===== src/rtl/por_pkg.sv =====
package por_pkg;

  // Supply at or below the threshold counts as a low-supply sample.
  function automatic logic supply_low(input logic [15:0] supply, input logic [15:0] trip);
    return supply <= trip;
  endfunction

  // True when the tick about to be counted is the last one of the hold-off.
  function automatic logic holdoff_last(input int unsigned cnt, input int unsigned limit);
    return (cnt + 1) >= limit;
  endfunction

  // Pin level seen on an open-drain line with pull-up, given the asserted state.
  function automatic logic pin_level(input logic asserted, input logic active_low);
    return active_low ? ~asserted : asserted;
  endfunction

endpackage


===== src/rtl/por_trip_reg.sv =====
module por_trip_reg #(
  parameter int CODE_W = 8,
  parameter logic [CODE_W-1:0] TRIP_INIT = '0
) (
  input  logic              clk,
  input  logic              rst_n,
  input  logic              wr,
  input  logic [CODE_W-1:0] wdata,
  output logic [CODE_W-1:0] trip
);
  always_ff @(posedge clk or negedge rst_n) begin
    if (!rst_n)  trip <= TRIP_INIT;
    else if (wr) trip <= wdata;
  end
endmodule


===== src/rtl/por_prescaler.sv =====
module por_prescaler #(
  parameter int DIV = 4
) (
  input  logic clk,
  input  logic rst_n,
  input  logic clear,
  input  logic run,
  output logic tick
);
  generate
    if (DIV <= 1) begin : g_nodiv
      assign tick = run;
    end else begin : g_div
      localparam int PW = $clog2(DIV);
      logic [PW-1:0] pcnt;
      assign tick = run && (pcnt == PW'(DIV - 1));
      always_ff @(posedge clk or negedge rst_n) begin
        if (!rst_n)      pcnt <= '0;
        else if (clear)  pcnt <= '0;
        else if (run)    pcnt <= tick ? '0 : pcnt + 1'b1;
      end
    end
  endgenerate
endmodule


===== src/rtl/por_holdoff.sv =====
module por_holdoff
  import por_pkg::*;
#(
  parameter int HOLD = 200
) (
  input  logic clk,
  input  logic rst_n,
  input  logic low,
  input  logic tick,
  output logic asserted
);
  localparam int CW = $clog2(HOLD + 1);
  logic [CW-1:0] cnt;

  always_ff @(posedge clk or negedge rst_n) begin
    if (!rst_n) begin
      asserted <= 1'b1;
      cnt      <= '0;
    end else if (low) begin
      asserted <= 1'b1;
      cnt      <= '0;
    end else if (asserted && tick) begin
      if (holdoff_last(int'(cnt), HOLD)) begin
        asserted <= 1'b0;
        cnt      <= '0;
      end else begin
        cnt <= cnt + 1'b1;
      end
    end
  end
endmodule


===== src/rtl/por_supervisor.sv =====
module por_supervisor
  import por_pkg::*;
#(
  parameter int CODE_W = 8,
  parameter int DIV = 50000,
  parameter int HOLD = 200,
  parameter bit ACTIVE_LOW = 1'b1,
  parameter logic [CODE_W-1:0] TRIP_INIT = CODE_W'(2 ** (CODE_W - 1))
) (
  input  logic              clk,
  input  logic              rst_n,
  input  logic [CODE_W-1:0] supply_code,
  input  logic              trip_wr,
  input  logic [CODE_W-1:0] trip_code,
  output logic              rst_pull,
  output logic              rst_pin
);
  logic [CODE_W-1:0] trip_q;
  logic              below_w;
  logic              tick_w;
  logic              asserted_q;

  por_trip_reg #(.CODE_W(CODE_W), .TRIP_INIT(TRIP_INIT)) u_trip (
    .clk(clk), .rst_n(rst_n), .wr(trip_wr), .wdata(trip_code), .trip(trip_q)
  );

  assign below_w = supply_low(16'(supply_code), 16'(trip_q));

  por_prescaler #(.DIV(DIV)) u_presc (
    .clk(clk), .rst_n(rst_n), .clear(below_w), .run(asserted_q), .tick(tick_w)
  );

  por_holdoff #(.HOLD(HOLD)) u_hold (
    .clk(clk), .rst_n(rst_n), .low(below_w), .tick(tick_w), .asserted(asserted_q)
  );

  assign rst_pin  = pin_level(asserted_q, ACTIVE_LOW);
  assign rst_pull = ~rst_pin;
endmodule


===== config.mk =====
export PLATFORM = sky130hd
export DESIGN_NAME = por_supervisor
export DESIGN_NICKNAME = d
export VERILOG_FILES = /design/src/rtl/por_pkg.sv /design/src/rtl/por_trip_reg.sv /design/src/rtl/por_prescaler.sv /design/src/rtl/por_holdoff.sv /design/src/rtl/por_supervisor.sv
export SDC_FILE = /design/constraint.sdc
export NUM_CORES = 1
export LEC_CHECK = 0
export ABC_AREA = 0
export CAP_MARGIN = 5
export CORE_MARGIN = 2
export CORE_UTILIZATION = 55
export DETAILED_ROUTE_END_ITERATION = 7
export PLACE_DENSITY_LB_ADDON = 0.08
export SYNTH_ARGS = -nofsm -noshare
export SYNTH_HDL_FRONTEND = slang
export SYNTH_SLANG_ARGS = --single-unit

===== constraint.sdc =====
create_clock -name clk -period 3.8 [get_ports clk]
set_input_delay 0.76 -clock clk [delete_from_list [all_inputs] [get_ports clk]]
set_output_delay 0.76 -clock clk [all_outputs]
set_load 0.01 [all_outputs]

==> key figures, run 1 <==
Critical path
  – CP top delay family: compound AO/OA/AOI/OAI gates
  – Critical-path cell list: clkdlybuf4s50_1 > ha_1 > nand4_2 > a211o_1 > a21o_2 > or4_1 > o21ai_1
  – Kind of critical path: input port to flip-flop
  – Data arrival, critical path: 3010 ps
  – CP peak stage delay: 520 ps
  – Crit path buffers/inverters: 1
  – Critical Path Sink Type: flip-flop
  – Worst-path maximum fanout: 14
  – Crit path required time: 4010 ps
  – CP max stage cell: or4_1
  – Startpoint Class: input port

Power and ir drop
  – Reg power frac: 50.1%
  – Leak pwr: 0.958 nW
  – Switch share: 26.0%
  – Power Total: 0.000758 W
  – P_sw: 0.000197 W
  – Peak supply drop: 0.266 mV
  – Clock share of power: 34.7%
  – Int Pwr: 0.000561 W
  – Logic pwr share: 15.2%
  – Pwr Density: 320 nW/um^2

CTS
  – Post-CTS Hold Buffers: 0
  – Resized Gates After CTS: 0
  – Postcts setup bufs: 0
  – # clock sinks: 33
  – Root Buffer: clkbuf_8
  – TritonCTS clock tree: yes
  – Clock Latency Late Sink: 290 ps
  – Clock-pin slew on the worst setup and hold paths: 60 ps
  – CTS Buf Count: 5
  – CTS max path bufs: 2
  – H-tree levels: 2

Layout
  – FILL cells: 302
  – Area grow syn2layout: 16.2%
  – Design area: 2370 um^2
  – Layout cells sized above 1: 9.84%
  – # diodes: 0
  – Fin nets: 284
  – Post-Layout Cell Count: 302

Die
  – Die footprint: 4200 um^2
  – Die Wd: 64.8 um
  – # IOs: 21
  – Placeable Area: 3610 um^2
  – Initial Util: 56.5%
  – Chip Height: 64.8 um
  – FP Rows: 22

Yosys
  – Seq/Total Area, Yosys: 40.7%
  – Syn Area/Cell: 8.77 um^2
  – Yosys top cell area share: 38.1%
  – Synth warn: 0
  – Synth top area cells: dfrtp_1, ha_1, o21ai_0
  – FF+latch count, synth: 33
  – Post-synth top area cell: dfrtp_1
  – Synthesized area: 2040 um^2
  – Main synth FF type: dfrtp_1
  – Synth cell types: 48
  – Post-synth EDFFs: 0
  – Synth Net Count: 262
  – Ys async rst share: 100%
  – Cells after Synth: 232

Global routing
  – First-pass GRT wire length: 7800 um
  – Congestion Overflow GR: 0
  – Initial antenna violation count: 0
  – GRT Total Usage: 24.0%
  – Vias in the first global route: 1,710
  – Largest net degree at the start of global routing: 34

Place
  – GP Congestion: 0.795
  – # port buffers: 20
  – DP Cell Count: 295
  – Placed Area: 2280 um^2
  – Post-DP HPWL: 3070 um

Route
  – DRC violations left: 0
  – Detailed Route WL: 4340 um
  – WL per Instance: 14.4 um
  – Vias: 1,820
  – Drt pass-1 iters: 5
  – Initial DRC count: 107
  – Avg Vias per Cell: 6.03
  – Routed Antenna Nets: 0

STA
  – Max Slew Vio Count: 0
  – Setup TNS: 0 ps
  – Final period utilization: 73.7%
  – Layout Skew: 3.93 ps
  – Max-slew headroom: 69.5%
  – Fin. Hold Viols: 0
  – Count of final setup violators: 0
  – Achievable clock frequency: 357 MHz
  – RSZ-0062 raised after global routing: false
  – Worst slew pin tran: 456 ps
  – Worst hold slack: 512 ps
  – Final worst path period need: 2800 ps

Job
  – Max-Cap Viols: 0

Status
  – Outcome: completed

Worst hold path
  – Hold Path Class: flip-flop to flip-flop
==> worst register-to-register path: stages (launching register included) <==
cell and delay, ps:
dfstp_2 510, inv_1 60, ha_1 340, nand4_2 150, a211o_1 390, a21o_2 350
or4_1 520, o21ai_1 80
==> Yosys cell counts (2+ instances only) <==
cell and count:
or3_1 8, or4b_1 2, nand3_1 13, nand4_1 6
clkbuf_1 3, buf_2 3, ha_1 11, a22oi_1 2
or4_1 6, o211ai_1 2, nand2_1 29, nor3_1 2
inv_1 14, nor2b_1 2, o31ai_1 5, nor2_1 7
a21oi_1 22, o21ai_0 23, and4_1 4, and2_1 4
dfstp_2 2, a21oi_2 2, and3_1 2, dfrtp_1 31
o22ai_1 4
==> metrics by stage <==
stage / utilization, % / setup WS (ps)
after CTS: 65.6 / 988
after global routing: 65.6 / 875
after global placement: 63.2 / 759
after detailed placement: 63.2 / 705
after floorplan: - / 1350
final: 65.6 / 1000
==> state kept, by name (all words and copies together) (netlist names) <==
signal and count:
u_trip.trip 8, u_hold.asserted 1, u_presc.g_div.pcnt 16, u_hold.cnt 8
==> path summary, 6_finish.rpt <==
check	from	endpoint	slack (ps)	cells past startpoint
max	supply_code[7]	u_presc.g_div.pcnt[8]$_DFFE_PN0P_	1000	7
min	u_trip.trip[0]$_DFFE_PN0P_	u_trip.trip[0]$_DFFE_PN0P_	510	1
max reg2reg	u_trip.trip[7]$_DFFE_PN1P_	u_presc.g_div.pcnt[8]$_DFFE_PN0P_	1340	7
min reg2reg	u_trip.trip[0]$_DFFE_PN0P_	u_trip.trip[0]$_DFFE_PN0P_	510	1
max in group asynchronous	rst_n	u_hold.asserted$_DFFE_PN1P_	2590	2
min in group asynchronous	rst_n	u_trip.trip[6]$_DFFE_PN0P_	880	2
==> power by group through the flow <==
stage | Clock [W] | Sequential [W] | Combinational (W)
2_1_floorplan | 0 | 0.000383 | 0.0000723
3_3_place_gp | 0 | 0.000386 | 0.000114
3_5_place_dp | 0 | 0.000386 | 0.000116
4_1_cts | 0.000270 | 0.000380 | 0.000117
5_1_grt | 0.000281 | 0.000383 | 0.000132
6_report | 0.000263 | 0.000380 | 0.000115
==> cells by family after synthesis <==
kind of cell / after synthesis / share of synthesized area (%)
AND/OR/NAND/NOR: 98 / 28.1
AO/OA/AOI/OAI: 68 / 19.8
flip-flops: 33 / 40.7
buffers and inverters: 21 / 4.12
adder cells (fa/ha/maj): 11 / 6.76
multiplexers: 1 / 0.553
==> cell usage in the layout (no fill, tap or decap), types with 2 or more instances in the layout <==
cell / count
o22ai_1: 4
inv_1: 14
nand2_1: 29
dfstp_2: 2
or3_1: 8
or4_1: 6
a22oi_1: 2
o211ai_1: 2
and3_1: 2
buf_4: 2
nand3_1: 13
clkbuf_8: 6
ha_1: 11
nor3_1: 2
and2_1: 4
a21oi_2: 2
and4_1: 4
or4b_1: 2
nor2_1: 7
o31ai_1: 5
a21oi_1: 22
nand4_1: 6
clkdlybuf4s50_1: 20
nor2b_1: 2
o21ai_0: 23
dfrtp_1: 31
==> metal layers <==
| layer | up-vias | track usage [%] | part of all wire [%] | wire length, um |
|---|---|---|---|---|
| met1 | 877 | 31.0 | 47 | 2060 |
| met2 | 37 | 39.3 | 47 | 2040 |
| met4 | 0 | 9.04 | 1.7 | 72 |
| met3 | 8 | 5.38 | 3.8 | 165 |
| met5 | - | 0 | 0 | 0 |
| li1 | 898 | - | - | - |
==> cell type report <==
type | instances | area (um^2) | area share, %
clock buffers | 7 | 86.3 | 3.65
inverters | 14 | 52.6 | 2.22
multi-input cells | 178 | 1120 | 47.5
flip-flops and latches | 33 | 828 | 35.0
well taps | 48 | 60.1 | 2.54
repair buffers | 22 | 215 | 9.10
No activity file was read; power rests on OpenSTA's default activity.
==> run 2: changes to the inputs <==
==> constraint.sdc (replaced) <==
create_clock -name clk -period 2.8 [get_ports clk]
set_input_delay 0.56 -clock clk [delete_from_list [all_inputs] [get_ports clk]]
set_output_delay 0.56 -clock clk [all_outputs]
set_load 0.01 [all_outputs]
==> run 2 against run 1 <==
Sequential share of layout area shrank 1.0 points. Clock skew grew 4.7 ps. Critical path type unchanged. Setup slack lost 730 ps. Critical endpoint is now u_hold.cnt[3]$_DFFE_PN0P_. Register-to-register slack lost 930 ps. Non-clock buffer count grew 4. Via count shrank 2.2%. Design area grew 3.1%.
==> key figures, run 2 (synthesized netlist as in run 1, its figures left out) <==
Critical path
  – FF-to-FF setup slack: 410 ps (-930 ps)
  – CP max stage cell: clkdlybuf4s50_1
  – R2R Path End: u_hold.cnt[3]$_DFFE_PN0P_
  – Critical-path cell list: clkdlybuf4s50_1 > inv_1 > ha_1 > nand4_1 > nor2_1 > a211o_1 > buf_4 > a22oi_2 > nand2_2 > o31ai_1
  – CP peak stage delay: 450 ps (-70 ps)
  – Data arrival, critical path: 2720 ps (-290 ps)
  – Startpoint Class: input port
  – Worst Reg2Reg Path Length in Cells: 8 (+1)
  – Critical Path Sink Type: flip-flop
  – Kind of critical path: input port to flip-flop
  – Crit path required time: 2990 ps (-1020 ps)
  – Worst-path maximum fanout: 7 (-7)
  – FF-to-FF Start: u_trip.trip[7]$_DFFE_PN1P_

Power and ir drop
  – Switch share: 24.1% (-2.0 points)
  – Logic pwr share: 14.6% (-0.6 points)
  – Pwr Density: 468 nW/um^2 (+46%)
  – Int Pwr: 0.000866 W (+54%)
  – Clock share of power: 40.2% (+5.5 points)
  – Reg power frac: 45.2% (-4.9 points)
  – Leak pwr: 0.993 nW (+3.7%)
  – Power Total: 0.00114 W (+50%)
  – P_sw: 0.000275 W (+39%)
  – Peak supply drop: 0.263 mV (-1.0%)

Route
  – Initial DRC count: 93 (-13%)
  – Vias: 1,780 (-2.2%)
  – Drt pass-1 iters: 4 (-1)
  – DRC violations left: 0 (unchanged)
  – Detailed Route WL: 4260 um (-1.9%)
  – WL per Instance: 13.9 um (-3.5%)
  – Avg Vias per Cell: 5.80 (-3.8%)
  – Routed Antenna Nets: 0 (unchanged)

Place
  – Post-DP HPWL: 3140 um (+2.4%)
  – Placed Area: 2320 um^2 (+1.9%)
  – DP Cell Count: 299 (+1.4%)
  – GP Congestion: 0.795 (about the same)
  – # port buffers: 20 (unchanged)

CTS
  – CTS Buf Count: 5 (unchanged)
  – Resized Gates After CTS: 0 (unchanged)
  – Postcts setup bufs: 0 (unchanged)
  – CTS max path bufs: 2 (unchanged)
  – Clock-pin slew on the worst setup and hold paths: 60 ps (about the same)
  – Post-CTS Hold Buffers: 0 (unchanged)
  – # clock sinks: 33 (unchanged)
  – Clock Latency Late Sink: 290 ps (about the same)
  – H-tree levels: 2 (unchanged)
  – TritonCTS clock tree: yes
  – Root Buffer: clkbuf_8

Job
  – Max-Cap Viols: 0 (unchanged)

Global routing
  – Initial antenna violation count: 0 (unchanged)
  – GRT Total Usage: 23.4% (-0.66 points)
  – Congestion Overflow GR: 0 (unchanged)
  – Largest net degree at the start of global routing: 34 (unchanged)
  – First-pass GRT wire length: 7730 um (-0.88%)
  – Vias in the first global route: 1,678 (-1.9%)

Layout
  – # diodes: 0 (unchanged)
  – Post-Layout Cell Count: 307 (+1.7%)
  – Layout cells sized above 1: 11.6% (+1.7 points)
  – Design area: 2440 um^2 (+3.1%)
  – Max reg flops: 16 (unchanged)
  – Area grow syn2layout: 19.8%
  – Largest regs: u_presc.g_div.pcnt (16), u_hold.cnt (8), u_trip.trip (8)
  – Largest Register: u_presc.g_div.pcnt
  – FILL cells: 310 (+2.6%)
  – Most common cell after layout, fill and taps aside: dfrtp_1
  – Fin nets: 288 (+1.4%)
  – Leading cell types in the layout, fill and taps excluded: dfrtp_1, nand2_1, o21ai_0, a21oi_1, clkdlybuf4s50_1

STA
  – Achievable clock frequency: 396 MHz
  – Final worst path period need: 2530 ps
  – Worst slew pin tran: 480 ps (+24.3 ps)
  – Worst hold slack: 517 ps (+5.24 ps)
  – RSZ-0062 raised after global routing: false
  – Max-slew headroom: 67.9% (-1.6 points)
  – Max Slew Vio Count: 0 (unchanged)
  – Setup TNS: 0 ps (unchanged)
  – Count of final setup violators: 0 (unchanged)
  – Final period utilization: 90.3%
  – Fin. Hold Viols: 0 (unchanged)
  – Layout Skew: 8.60 ps (+4.67 ps)

Die
  – FP Rows: 22 (unchanged)
  – Placeable Area: 3610 um^2 (unchanged)
  – # IOs: 21 (unchanged)
  – Die Wd: 64.8 um (unchanged)
  – Die footprint: 4200 um^2 (unchanged)
  – Initial Util: 56.5% (unchanged)
  – Chip Height: 64.8 um (unchanged)

Worst hold path
  – Hold Path Class: flip-flop to flip-flop
  – Hold_sp: u_trip.trip[7]$_DFFE_PN1P_
  – Hold depth: 2 (+1)
  – Hold path endpoint: u_trip.trip[7]$_DFFE_PN1P_

Status
  – Outcome: completed
[run 2: worst max-delay path, delay by kind of cell]
kind,cells,cell delay [ps]
AO/OA/AOI/OAI,3,860
adder cells (fa/ha/maj),1,280
buffers and inverters,3,660
AND/OR/NAND/NOR,3,350
[run 2: worst max-delay path by stage]
stage,start,endpoint,slack [ps],cells after the start
floorplan,supply_code[1],u_presc.g_div.pcnt[8]$_DFFE_PN0P_,550,7
CTS,supply_code[1],u_hold.cnt[3]$_DFFE_PN0P_,290,9
finish,supply_code[0],u_hold.cnt[3]$_DFFE_PN0P_,270,10
detailed placement,supply_code[1],u_hold.cnt[3]$_DFFE_PN0P_,-40,9
global placement,supply_code[0],u_hold.cnt[5]$_DFFE_PN0P_,40,10
global route,supply_code[0],u_hold.cnt[5]$_DFFE_PN0P_,90,10
[run 2: per-stage QoR]
step	worst slack (ps)	utilization, %
floorplan	554	-
global placement	40.9	64.4
detailed placement	-43.9	64.4
CTS	287	67.6
global route	86.8	67.6
finish	272	67.6
[run 2: routing by layer]
layer	wire, um	up-vias	global-route usage, %
met5	0	-	0
met4	34	0	5.59
met3	127	5	5.38
met2	1990	24	39.3
met1	2100	840	30.4
li1	-	911	-
[run 2: power groups by stage]
| stage | sequential [W] | combinational, W | clock [W] |
|---|---|---|---|
| CTS | 0.000515 | 0.000169 | 0.000472 |
| global placement | 0.000523 | 0.000166 | 0 |
| floorplan | 0.000519 | 0.0000981 | 0 |
| finish | 0.000516 | 0.000167 | 0.000458 |
| detailed placement | 0.000524 | 0.000168 | 0 |
| global route | 0.000518 | 0.000195 | 0.000491 |
[run 2: area by class of cell]
type / instances / area, um^2 / share of cell area [%]
Timing Repair Buffer: 26 / 258 / 10.6
Sequential cell: 33 / 828 / 34.0
Inverter: 14 / 52.6 / 2.15
Clock inverter: 1 / 30.0 / 1.23
Multi-Input combinational cell: 178 / 1120 / 46.1
Clock buffer: 7 / 86.3 / 3.54
Tap cell: 48 / 60.1 / 2.46
